### config.mk
export PLATFORM = sky130hd
export DESIGN_NAME = ipi_xbar
export DESIGN_NICKNAME = d
export VERILOG_FILES = /design/src/rtl/ipi_xbar_pkg.sv /design/src/rtl/ipi_lane_map.sv /design/src/rtl/ipi_decode.sv /design/src/rtl/ipi_state.sv /design/src/rtl/ipi_xbar.sv
export SDC_FILE = /design/constraint.sdc
export NUM_CORES = 1
export LEC_CHECK = 0
export CAP_MARGIN = 0
export CORE_MARGIN = 2
export CORE_UTILIZATION = 37
export DETAILED_ROUTE_END_ITERATION = 10
export PLACE_DENSITY = 0.64
export SYNTH_ARGS = -nofsm -noshare
export SYNTH_HDL_FRONTEND = slang
export SYNTH_SLANG_ARGS = --single-unit
### constraint.sdc
create_clock -name clk -period 7.7 [get_ports clk]
set_input_delay 1.925 -clock clk [delete_from_list [all_inputs] [get_ports clk]]
set_output_delay 1.925 -clock clk [all_outputs]
set_load 0.03 [all_outputs]
### src/rtl/ipi_xbar_pkg.sv
package ipi_xbar_pkg;

  localparam int NUM_AGENTS = 11;
  localparam int DATA_W     = 32;
  localparam int ADDR_W     = 9;
  localparam int OFF_W      = 5;

  typedef enum logic [2:0] {
    RS_TRIG,
    RS_OBS,
    RS_STAT,
    RS_MASK,
    RS_EN,
    RS_DIS,
    RS_NONE
  } reg_sel_e;

  // Bit lane of agent k in a 32-bit word (sparse one-hot identifiers).
  function automatic int lane_of(input int k);
    if (k == 0)     return 0;
    else if (k < 3) return k + 7;
    else if (k < 7) return k + 13;
    else            return k + 17;
  endfunction

  // Agents reachable only by secure accesses.
  function automatic bit is_secure_agent(input int k);
    return (k >= 3) && (k <= 6);
  endfunction

endpackage

### src/rtl/ipi_lane_map.sv
module ipi_lane_map
  import ipi_xbar_pkg::*;
#(
  parameter int N  = NUM_AGENTS,
  parameter int DW = DATA_W
) (
  input  logic [DW-1:0] word_in,
  output logic [N-1:0]  vec_out,
  input  logic [N-1:0]  vec_in,
  output logic [DW-1:0] word_out
);

  // Gather: bus word to compact agent vector.
  for (genvar k = 0; k < N; k++) begin : g_gather
    assign vec_out[k] = word_in[lane_of(k)];
  end

  // Scatter: compact agent vector to bus word; undefined lanes stay zero.
  always_comb begin
    word_out = '0;
    for (int k = 0; k < N; k++) begin
      word_out[lane_of(k)] = vec_in[k];
    end
  end

endmodule

### src/rtl/ipi_decode.sv
module ipi_decode
  import ipi_xbar_pkg::*;
#(
  parameter int N  = NUM_AGENTS,
  parameter int AW = ADDR_W,
  localparam int IW = AW - OFF_W
) (
  input  logic          sel,
  input  logic          we,
  input  logic [AW-1:0] addr,
  input  logic          secure,
  input  logic [N-1:0]  wvec,
  output logic [IW-1:0] agent_idx,
  output reg_sel_e      rsel,
  output logic          accept,
  output logic          reject
);

  logic [N-1:0] sec_vec;
  logic         in_range;
  logic         sec_win;
  logic         names_sec;

  for (genvar k = 0; k < N; k++) begin : g_sec
    assign sec_vec[k] = is_secure_agent(k);
  end

  assign agent_idx = addr[AW-1:OFF_W];
  assign in_range  = (int'(agent_idx) < N);
  assign sec_win   = in_range && (is_secure_agent(int'(agent_idx)) != 1'b0);

  always_comb begin
    unique case (addr[OFF_W-1:2])
      3'd0:    rsel = RS_TRIG;
      3'd1:    rsel = RS_OBS;
      3'd4:    rsel = RS_STAT;
      3'd5:    rsel = RS_MASK;
      3'd6:    rsel = RS_EN;
      3'd7:    rsel = RS_DIS;
      default: rsel = RS_NONE;
    endcase
  end

  assign names_sec = we && (rsel == RS_TRIG) && (|(wvec & sec_vec));
  assign reject    = sel && (!in_range || (!secure && (sec_win || names_sec)));
  assign accept    = sel && !reject;

endmodule

### src/rtl/ipi_state.sv
module ipi_state
  import ipi_xbar_pkg::*;
#(
  parameter int N  = NUM_AGENTS,
  parameter int IW = ADDR_W - OFF_W
) (
  input  logic                clk,
  input  logic                rst,
  input  logic                accept,
  input  logic                we,
  input  logic [IW-1:0]       agent_idx,
  input  reg_sel_e            rsel,
  input  logic [N-1:0]        wvec,
  output logic [N-1:0][N-1:0] stat_q,
  output logic [N-1:0][N-1:0] mask_q,
  output logic [N-1:0]        rvec,
  output logic [N-1:0]        irq_q
);

  // stat_q[dst][src]: src has a request pending toward dst.
  logic [N-1:0][N-1:0] set_m, clr_m, mask_d;
  logic                wr;

  assign wr = accept && we;

  always_comb begin
    for (int d = 0; d < N; d++) begin
      for (int s = 0; s < N; s++) begin
        set_m[d][s] = wr && (rsel == RS_TRIG) && (agent_idx == IW'(s)) && wvec[d];
        clr_m[d][s] = wr && (rsel == RS_STAT) && (agent_idx == IW'(d)) && wvec[s];
      end
    end
  end

  always_comb begin
    mask_d = mask_q;
    for (int i = 0; i < N; i++) begin
      if (wr && (agent_idx == IW'(i))) begin
        if (rsel == RS_EN)  mask_d[i] = mask_q[i] & ~wvec;
        if (rsel == RS_DIS) mask_d[i] = mask_q[i] | wvec;
      end
    end
  end

  // Read mux; the observation view is the transpose of the status matrix.
  always_comb begin
    rvec = '0;
    if (int'(agent_idx) < N) begin
      unique case (rsel)
        RS_OBS:  for (int j = 0; j < N; j++) rvec[j] = stat_q[j][agent_idx];
        RS_STAT: rvec = stat_q[agent_idx];
        RS_MASK: rvec = mask_q[agent_idx];
        default: rvec = '0;
      endcase
    end
  end

  always_ff @(posedge clk) begin
    if (rst) begin
      stat_q <= '0;
      mask_q <= '1;
      irq_q  <= '0;
    end else begin
      stat_q <= (stat_q & ~clr_m) | set_m;   // set wins over clear
      mask_q <= mask_d;
      for (int i = 0; i < N; i++) begin
        irq_q[i] <= |(stat_q[i] & ~mask_q[i]);
      end
    end
  end

endmodule

### src/rtl/ipi_xbar.sv
module ipi_xbar
  import ipi_xbar_pkg::*;
#(
  parameter int N_AGENTS = NUM_AGENTS,
  parameter int AW       = ADDR_W,
  parameter int DW       = DATA_W,
  localparam int IW      = AW - OFF_W
) (
  input  logic                clk,
  input  logic                rst,
  input  logic                bus_sel,
  input  logic                bus_we,
  input  logic [AW-1:0]       bus_addr,
  input  logic [DW-1:0]       bus_wdata,
  input  logic                bus_secure,
  output logic [DW-1:0]       bus_rdata,
  output logic                bus_err,
  output logic [N_AGENTS-1:0] irq
);

  logic [N_AGENTS-1:0]               wvec, rvec;
  logic [DW-1:0]                     rword;
  logic [IW-1:0]                     agent_idx;
  reg_sel_e                          rsel;
  logic                              accept, reject;
  logic [N_AGENTS-1:0][N_AGENTS-1:0] stat_q, mask_q;

  ipi_lane_map #(.N(N_AGENTS), .DW(DW)) u_map (
    .word_in (bus_wdata),
    .vec_out (wvec),
    .vec_in  (rvec),
    .word_out(rword)
  );

  ipi_decode #(.N(N_AGENTS), .AW(AW)) u_dec (
    .sel      (bus_sel),
    .we       (bus_we),
    .addr     (bus_addr),
    .secure   (bus_secure),
    .wvec     (wvec),
    .agent_idx(agent_idx),
    .rsel     (rsel),
    .accept   (accept),
    .reject   (reject)
  );

  ipi_state #(.N(N_AGENTS), .IW(IW)) u_st (
    .clk      (clk),
    .rst      (rst),
    .accept   (accept),
    .we       (bus_we),
    .agent_idx(agent_idx),
    .rsel     (rsel),
    .wvec     (wvec),
    .stat_q   (stat_q),
    .mask_q   (mask_q),
    .rvec     (rvec),
    .irq_q    (irq)
  );

  always_ff @(posedge clk) begin
    if (rst) begin
      bus_rdata <= '0;
      bus_err   <= 1'b0;
    end else begin
      bus_err   <= reject;
      bus_rdata <= (accept && !bus_we) ? rword : '0;
    end
  end

endmodule

======== Word level (Yosys, flattened, before mapping) ========
Cells that the tools add are included.
word-level totals
  flip-flop bits (word level) ............. 286
  bits of input ports ..................... 46
  output and inout port bits .............. 44
  logic and storage cells ................. 470
cells by class
  order comparisons ....................... 4
  equality and inequality tests ........... 20
  mux-type cells .......................... 50
  bitwise gates (word level) .............. 50
  reductions and logical operators ........ 320
operators by type and width
  cell                count
  $logic_and 1x1->1   286
  $mux 11             24
  $and 11x11->11      22
  $not 11->11         12
  $and 121x121->121   1
  $not 121->121       1
  $or 11x11->11       11
  $or 121x121->121    1
  $reduce_or 11->1    11
  $bmux 11 s4         2
  $bmux 1 s4          11
  $pmux 11 s3         1
  $reduce_and 2->1    11
  $eq 3x3->1 const B  6
  $pmux 3 s6          1
  $eq 4x3->1 const B  4
  $eq 4x4->1 const B  3
  $mux 1              11
  $eq 4x2->1 const B  2
  $eq 3x1->1 const B  2
  $eq 3x2->1 const B  2
  $logic_not 3->1     2
  $lt 4x5->1 const B  1
  $eq 4x1->1 const B  1
  10 further kinds    15

======== Depth between registers and ports, before layout ========
  depth in word-level cells ............... 18
  gate-level depth with buffers ........... 9
  gate-level depth less buffers ........... 5

======== By module ========
From an unflattened synthesis, not the netlist that was laid out.
second synthesis, totals
  cells, all modules ...................... 1858
  area total of the unflattened synthesis .. 15536.2 um2
modules (own cells, without submodules)
  module        instances  cells an instance  area each (um2)  seq. area each (um2)
  ipi_state     1          1718               13960.9          5064.9
  ipi_xbar      1          75                 1102.3           660.6
  ipi_lane_map  1          44                 326.6            0.0
  ipi_decode    1          21                 146.4            0.0

======== Least setup slack after synthesis ========
No wires, ideal clock.
  kind .................................... in2reg
  from .................................... in bus_wdata[16]
  to ...................................... reg u_st.stat_q[55] in the netlist's numbering
  library setup time ...................... 0.135 ns
  arrival time ............................ 3.775 ns
  data required time ...................... 7.565 ns
  path slack .............................. 3.790 ns
  stages on the path ...................... 8
  path buffers ............................ 3
  cells stage by stage .................... buf_4 -> or4_4 -> a32o_1 -> a21o_1 -> buf_2 -> clkbuf_1 -> o311ai_0 -> o21ai_0
on the way
  cells in the longest elaborated chain, start to end .. 15
  elaborated cells on any way between the ends .. 18
  those cells by class .................... bitwise: 3; reduce/logical: 15
ends and longest elaborated chain
  what                            line              RTL
  start, declared                 ipi_xbar.sv:14    input logic [DW-1:0] bus_wdata,
  $reduce_or 4->1 (*)             ipi_decode.sv:44  assign names_sec = we && (rsel == RS_TRIG) && (|(wvec & sec_vec));
  $logic_and 1x1->1 (*)           ipi_decode.sv:44
  $logic_or 1x1->1 (*)            ipi_decode.sv:45  assign reject = sel && (!in_range || (!secure && (sec_win || names_sec)));
  $logic_and 1x1->1 (*)           ipi_decode.sv:45
  $logic_or 1x1->1 (*)            ipi_decode.sv:45
  $logic_and 1x1->1 (*)           ipi_decode.sv:45
  $logic_not 1->1 (*)             ipi_decode.sv:46  assign accept = sel && !reject;
  $logic_and 1x1->1 (*)           ipi_decode.sv:46
  $logic_and 1x1->1 (*)           ipi_state.sv:24   assign wr = accept && we;
  $logic_and 1x1->1 (3 in a row)  ipi_state.sv:30   clr_m[d][s] = wr && (rsel == RS_STAT) && (agent_idx == IW'(d)) && wvec[s];
  $not 121->121                   ipi_state.sv:64   stat_q <= (stat_q & ~clr_m) | set_m;
  $and 121x121->121               ipi_state.sv:64
  $or 121x121->121 (*)            ipi_state.sv:64
  end signal, assigned            ipi_state.sv:64
  end, declared                   ipi_state.sv:14   output logic [N-1:0][N-1:0] stat_q,
Every way passes the cells marked *; elsewhere a longest branch is shown, timed or not.
A chain may end at the register's enable or synchronous reset.

======== Worst setup path after layout ========
  from .................................... in bus_addr[3]
  to ...................................... reg u_st.stat_q[82] in the netlist's numbering
on the way
  cells in the longest elaborated chain, start to end .. 18
  elaborated cells on any way between the ends .. 27
  those cells by class .................... eq/ne: 6; mux: 1; bitwise: 3; reduce/logical: 17
ends and longest elaborated chain
  what                                line                               RTL
  start, declared                     ipi_xbar.sv:13                     input logic [AW-1:0] bus_addr,
  $eq 3x3->1 (tied with other cells)  ipi_decode.sv:33                   unique case (addr[OFF_W-1:2])
  $pmux 3 s6 (*)                      ipi_decode.sv:33
  $logic_not 3->1                     ipi_decode.sv:44, ipi_state.sv:29
  $logic_and 1x1->1 (2 in a row)      ipi_decode.sv:44
  $logic_or 1x1->1                    ipi_decode.sv:45
  $logic_and 1x1->1                   ipi_decode.sv:45
  $logic_or 1x1->1                    ipi_decode.sv:45
  $logic_and 1x1->1                   ipi_decode.sv:45
  $logic_not 1->1                     ipi_decode.sv:46
  $logic_and 1x1->1                   ipi_decode.sv:46
  $logic_and 1x1->1                   ipi_state.sv:24
  $logic_and 1x1->1 (3 in a row)      ipi_state.sv:30
  $not 121->121                       ipi_state.sv:64
  $and 121x121->121                   ipi_state.sv:64
  $or 121x121->121 (*)                ipi_state.sv:64
Marked as above.

==> impl_metrics.json <==
{
  "status": "finished clean",
  "die_h_um": 201,
  "vdd_drop_max_uv": 133,
  "cts_sinks": 265,
  "dp_hpwl_um": 38000,
  "path_class": "in2reg",
  "synth.area.top_cells": "dfxtp_1 37%, mux4_2 9.6%, o311ai_0 6.7%, a211oi_1 5.4%, a31oi_1 5.1%",
  "synth_area_leader_cell": "dfxtp_1",
  "overflow": 0,
  "clock_path_buffers": 3,
  "synth_area_um2": 14400,
  "wl_per_cell_um": 27.9,
  "slowest_delay_ns": 0.98,
  "rows": 72,
  "period_share_pct": 75.8,
  "drt-initial-drc-count": 2045,
  "wl_um": 56200,
  "fin_worst_skew_ns": 0.00856,
  "yosysMostFrequentCell": "dfxtp_1",
  "netlist.area_leader.share_pct": 36.9,
  "layoutNonFillerInstCount": 2012,
  "io_pins": 90,
  "yosysWarnings": 0,
  "cp.arrival_ns": 6.29,
  "post-cts-setup-buffers": 0,
  "power_density_nw_per_um2": 193,
  "place_congestion": 0.974,
  "worstSetupEndpointType": "register",
  "period_minus_slack_ns": 5.83,
  "portBuffers": 45,
  "max_freq_mhz": 171,
  "grt_first_pass_wirelength_um": 83200,
  "cts_resized": 0,
  "drcViolationCount": 0,
  "hold_buffers": 0,
  "min-delay-start": "u_st.stat_q[103]",
  "finalSetupTns_ns": 0,
  "hold_class": "reg2reg",
  "crit_required_ns": 8.16,
  "grt_max_degree": 97,
  "cts_max_level": 1,
  "drive_above_1_share_pct": 10.8,
  "tightest_slew_ns": 1.36,
  "vias": 13925,
  "synth_common_cells": "265 x dfxtp_1, 134 x clkbuf_1, 124 x inv_1, 118 x a31oi_1, 110 x o311ai_0",
  "cp_max_fo": 74,
  "avgViaCountPerCell": 6.92,
  "synth-seq-cells": 265,
  "nets": 1521,
  "setup_viol": 0,
  "dp.cells": 1962,
  "async_flop_share_pct": 0,
  "start_util_pct": 37.3,
  "cpMaxStageDelayCell": "a32o_1",
  "clk_latency_ns": 0.57,
  "ys_types": 59,
  "synth.avg_cell_area_um2": 9.21,
  "synth-main-ff-cell": "dfxtp_1",
  "ctsRootBufferMaster": "clkbuf_16",
  "postSynthCellCount": 1559,
  "slew_violations": 0,
  "max_cap_viol_count": 0,
  "ys_seq_area_share_pct": 36.9,
  "grt_antenna_before_repair": 0,
  "p_leak_uw": 0.00477,
  "syn2layout_area_growth_pct": 9.50,
  "coreArea_um2": 38500,
  "finalHoldViolations": 0,
  "cp_cell_sequence": "clkdlybuf4s50_1 -> nor4b_1 -> a32o_1 -> a21o_4 -> buf_4 -> o311ai_0 -> o21ai_0",
  "synth_edf_count": 0,
  "clk_pin_slew_ns": 0.07,
  "grt_setup_unrepaired": "false",
  "grt_pass1_vias": 12692,
  "n_antenna_cell": 0,
  "firstDrtPassIters": 5,
  "startpoint": "bus_addr[3]",
  "critPathLaunchType": "primary input",
  "ant_nets": 0,
  "timing.slew.headroom_pct": 9.04,
  "fin_util_pct": 40.9,
  "r2r-start": "u_st.stat_q[33]",
  "cts_buffers": 29,
  "die_width_um": 201,
  "cts_tree": "built",
  "die_area_um2": 40400,
  "track_usage_pct": 26.9
}
-- final cells by class --
| class | count | area (um^2) |
|---|---|---|
| fillers | 3789 | 22700 |
| multi-input cells | 978 | 7700 |
| flip-flops and latches | 265 | 5310 |
| clock buffers | 42 | 835 |
| repair buffers | 77 | 682 |
| well taps | 518 | 648 |
| inverters | 124 | 465 |
| clock inverters | 8 | 92.6 |
-- per-layer routing --
layer | wire length (um) | part of all wire, % | track usage (%)
met5 | 0 | 0 | 0
met1 | 21500 | 38 | 35.5
met2 | 23900 | 42 | 39.7
met4 | 3780 | 6.7 | 15.4
met3 | 7060 | 13 | 7.03
-- logic make-up after synthesis --
kind of cell	count (synthesis)	synth area share [%]
AOI/OAI and AO/OA	665	34.0
buffers and inverters	336	10.2
DFF	265	36.9
muxes	102	12.4
other	1	0.0261
and+or+nand+nor	190	6.39
-- worst paths after layout --
check | to | slack (ns) | depth (start not counted)
max | u_st.stat_q[82] | 1.87 | 7
min | u_st.stat_q[103] | 0.51 | 2
max reg2reg | bus_rdata[0] | 5.48 | 5
min reg2reg | u_st.stat_q[103] | 0.51 | 2
-- through the flow --
stage,hold WS [ns],setup slack [ns],area [um^2],total power [uW]
after floorplan,0.463,3.79,14400,1590
after global placement,0.483,1.76,14800,1660
after detailed placement,0.493,1.54,14800,1660
after CTS,0.501,2.12,15700,3020
after global routing,0.542,1.70,15700,3100
final,0.508,1.87,15700,3040
-- report_power, final --
| group | total, uW | internal (uW) | switching (uW) | leakage, uW |
|---|---|---|---|---|
| clock network | 1390 | 810 | 584 | 0.000457 |
| registers | 1370 | 1370 | 1.79 | 0.00214 |
| logic | 269 | 57.2 | 212 | 0.00217 |
-- worst max-delay path: cells and delay by family --
| family | cells | cell delay, ns |
|---|---|---|
| AND/OR/NAND/NOR | 1 | 0.76 |
| buffers and inverters | 2 | 1.49 |
| AO/OA/AOI/OAI | 4 | 2.03 |
-- layout by cell type, fill, tap and decap left out, types with 30 or more instances in the layout --
master,netlist,layout
o311ai_0,110,110
nor2_1,38,38
clkdlybuf4s50_1,0,41
o22ai_1,48,48
mux2i_1,38,38
dfxtp_1,265,265
o21ai_0,99,98
nand2_1,65,65
a31oi_1,118,117
inv_1,124,123
o211ai_1,30,30
buf_4,22,34
a211oi_1,104,104
mux4_2,61,61
Power figures use the tool's default switching activity.
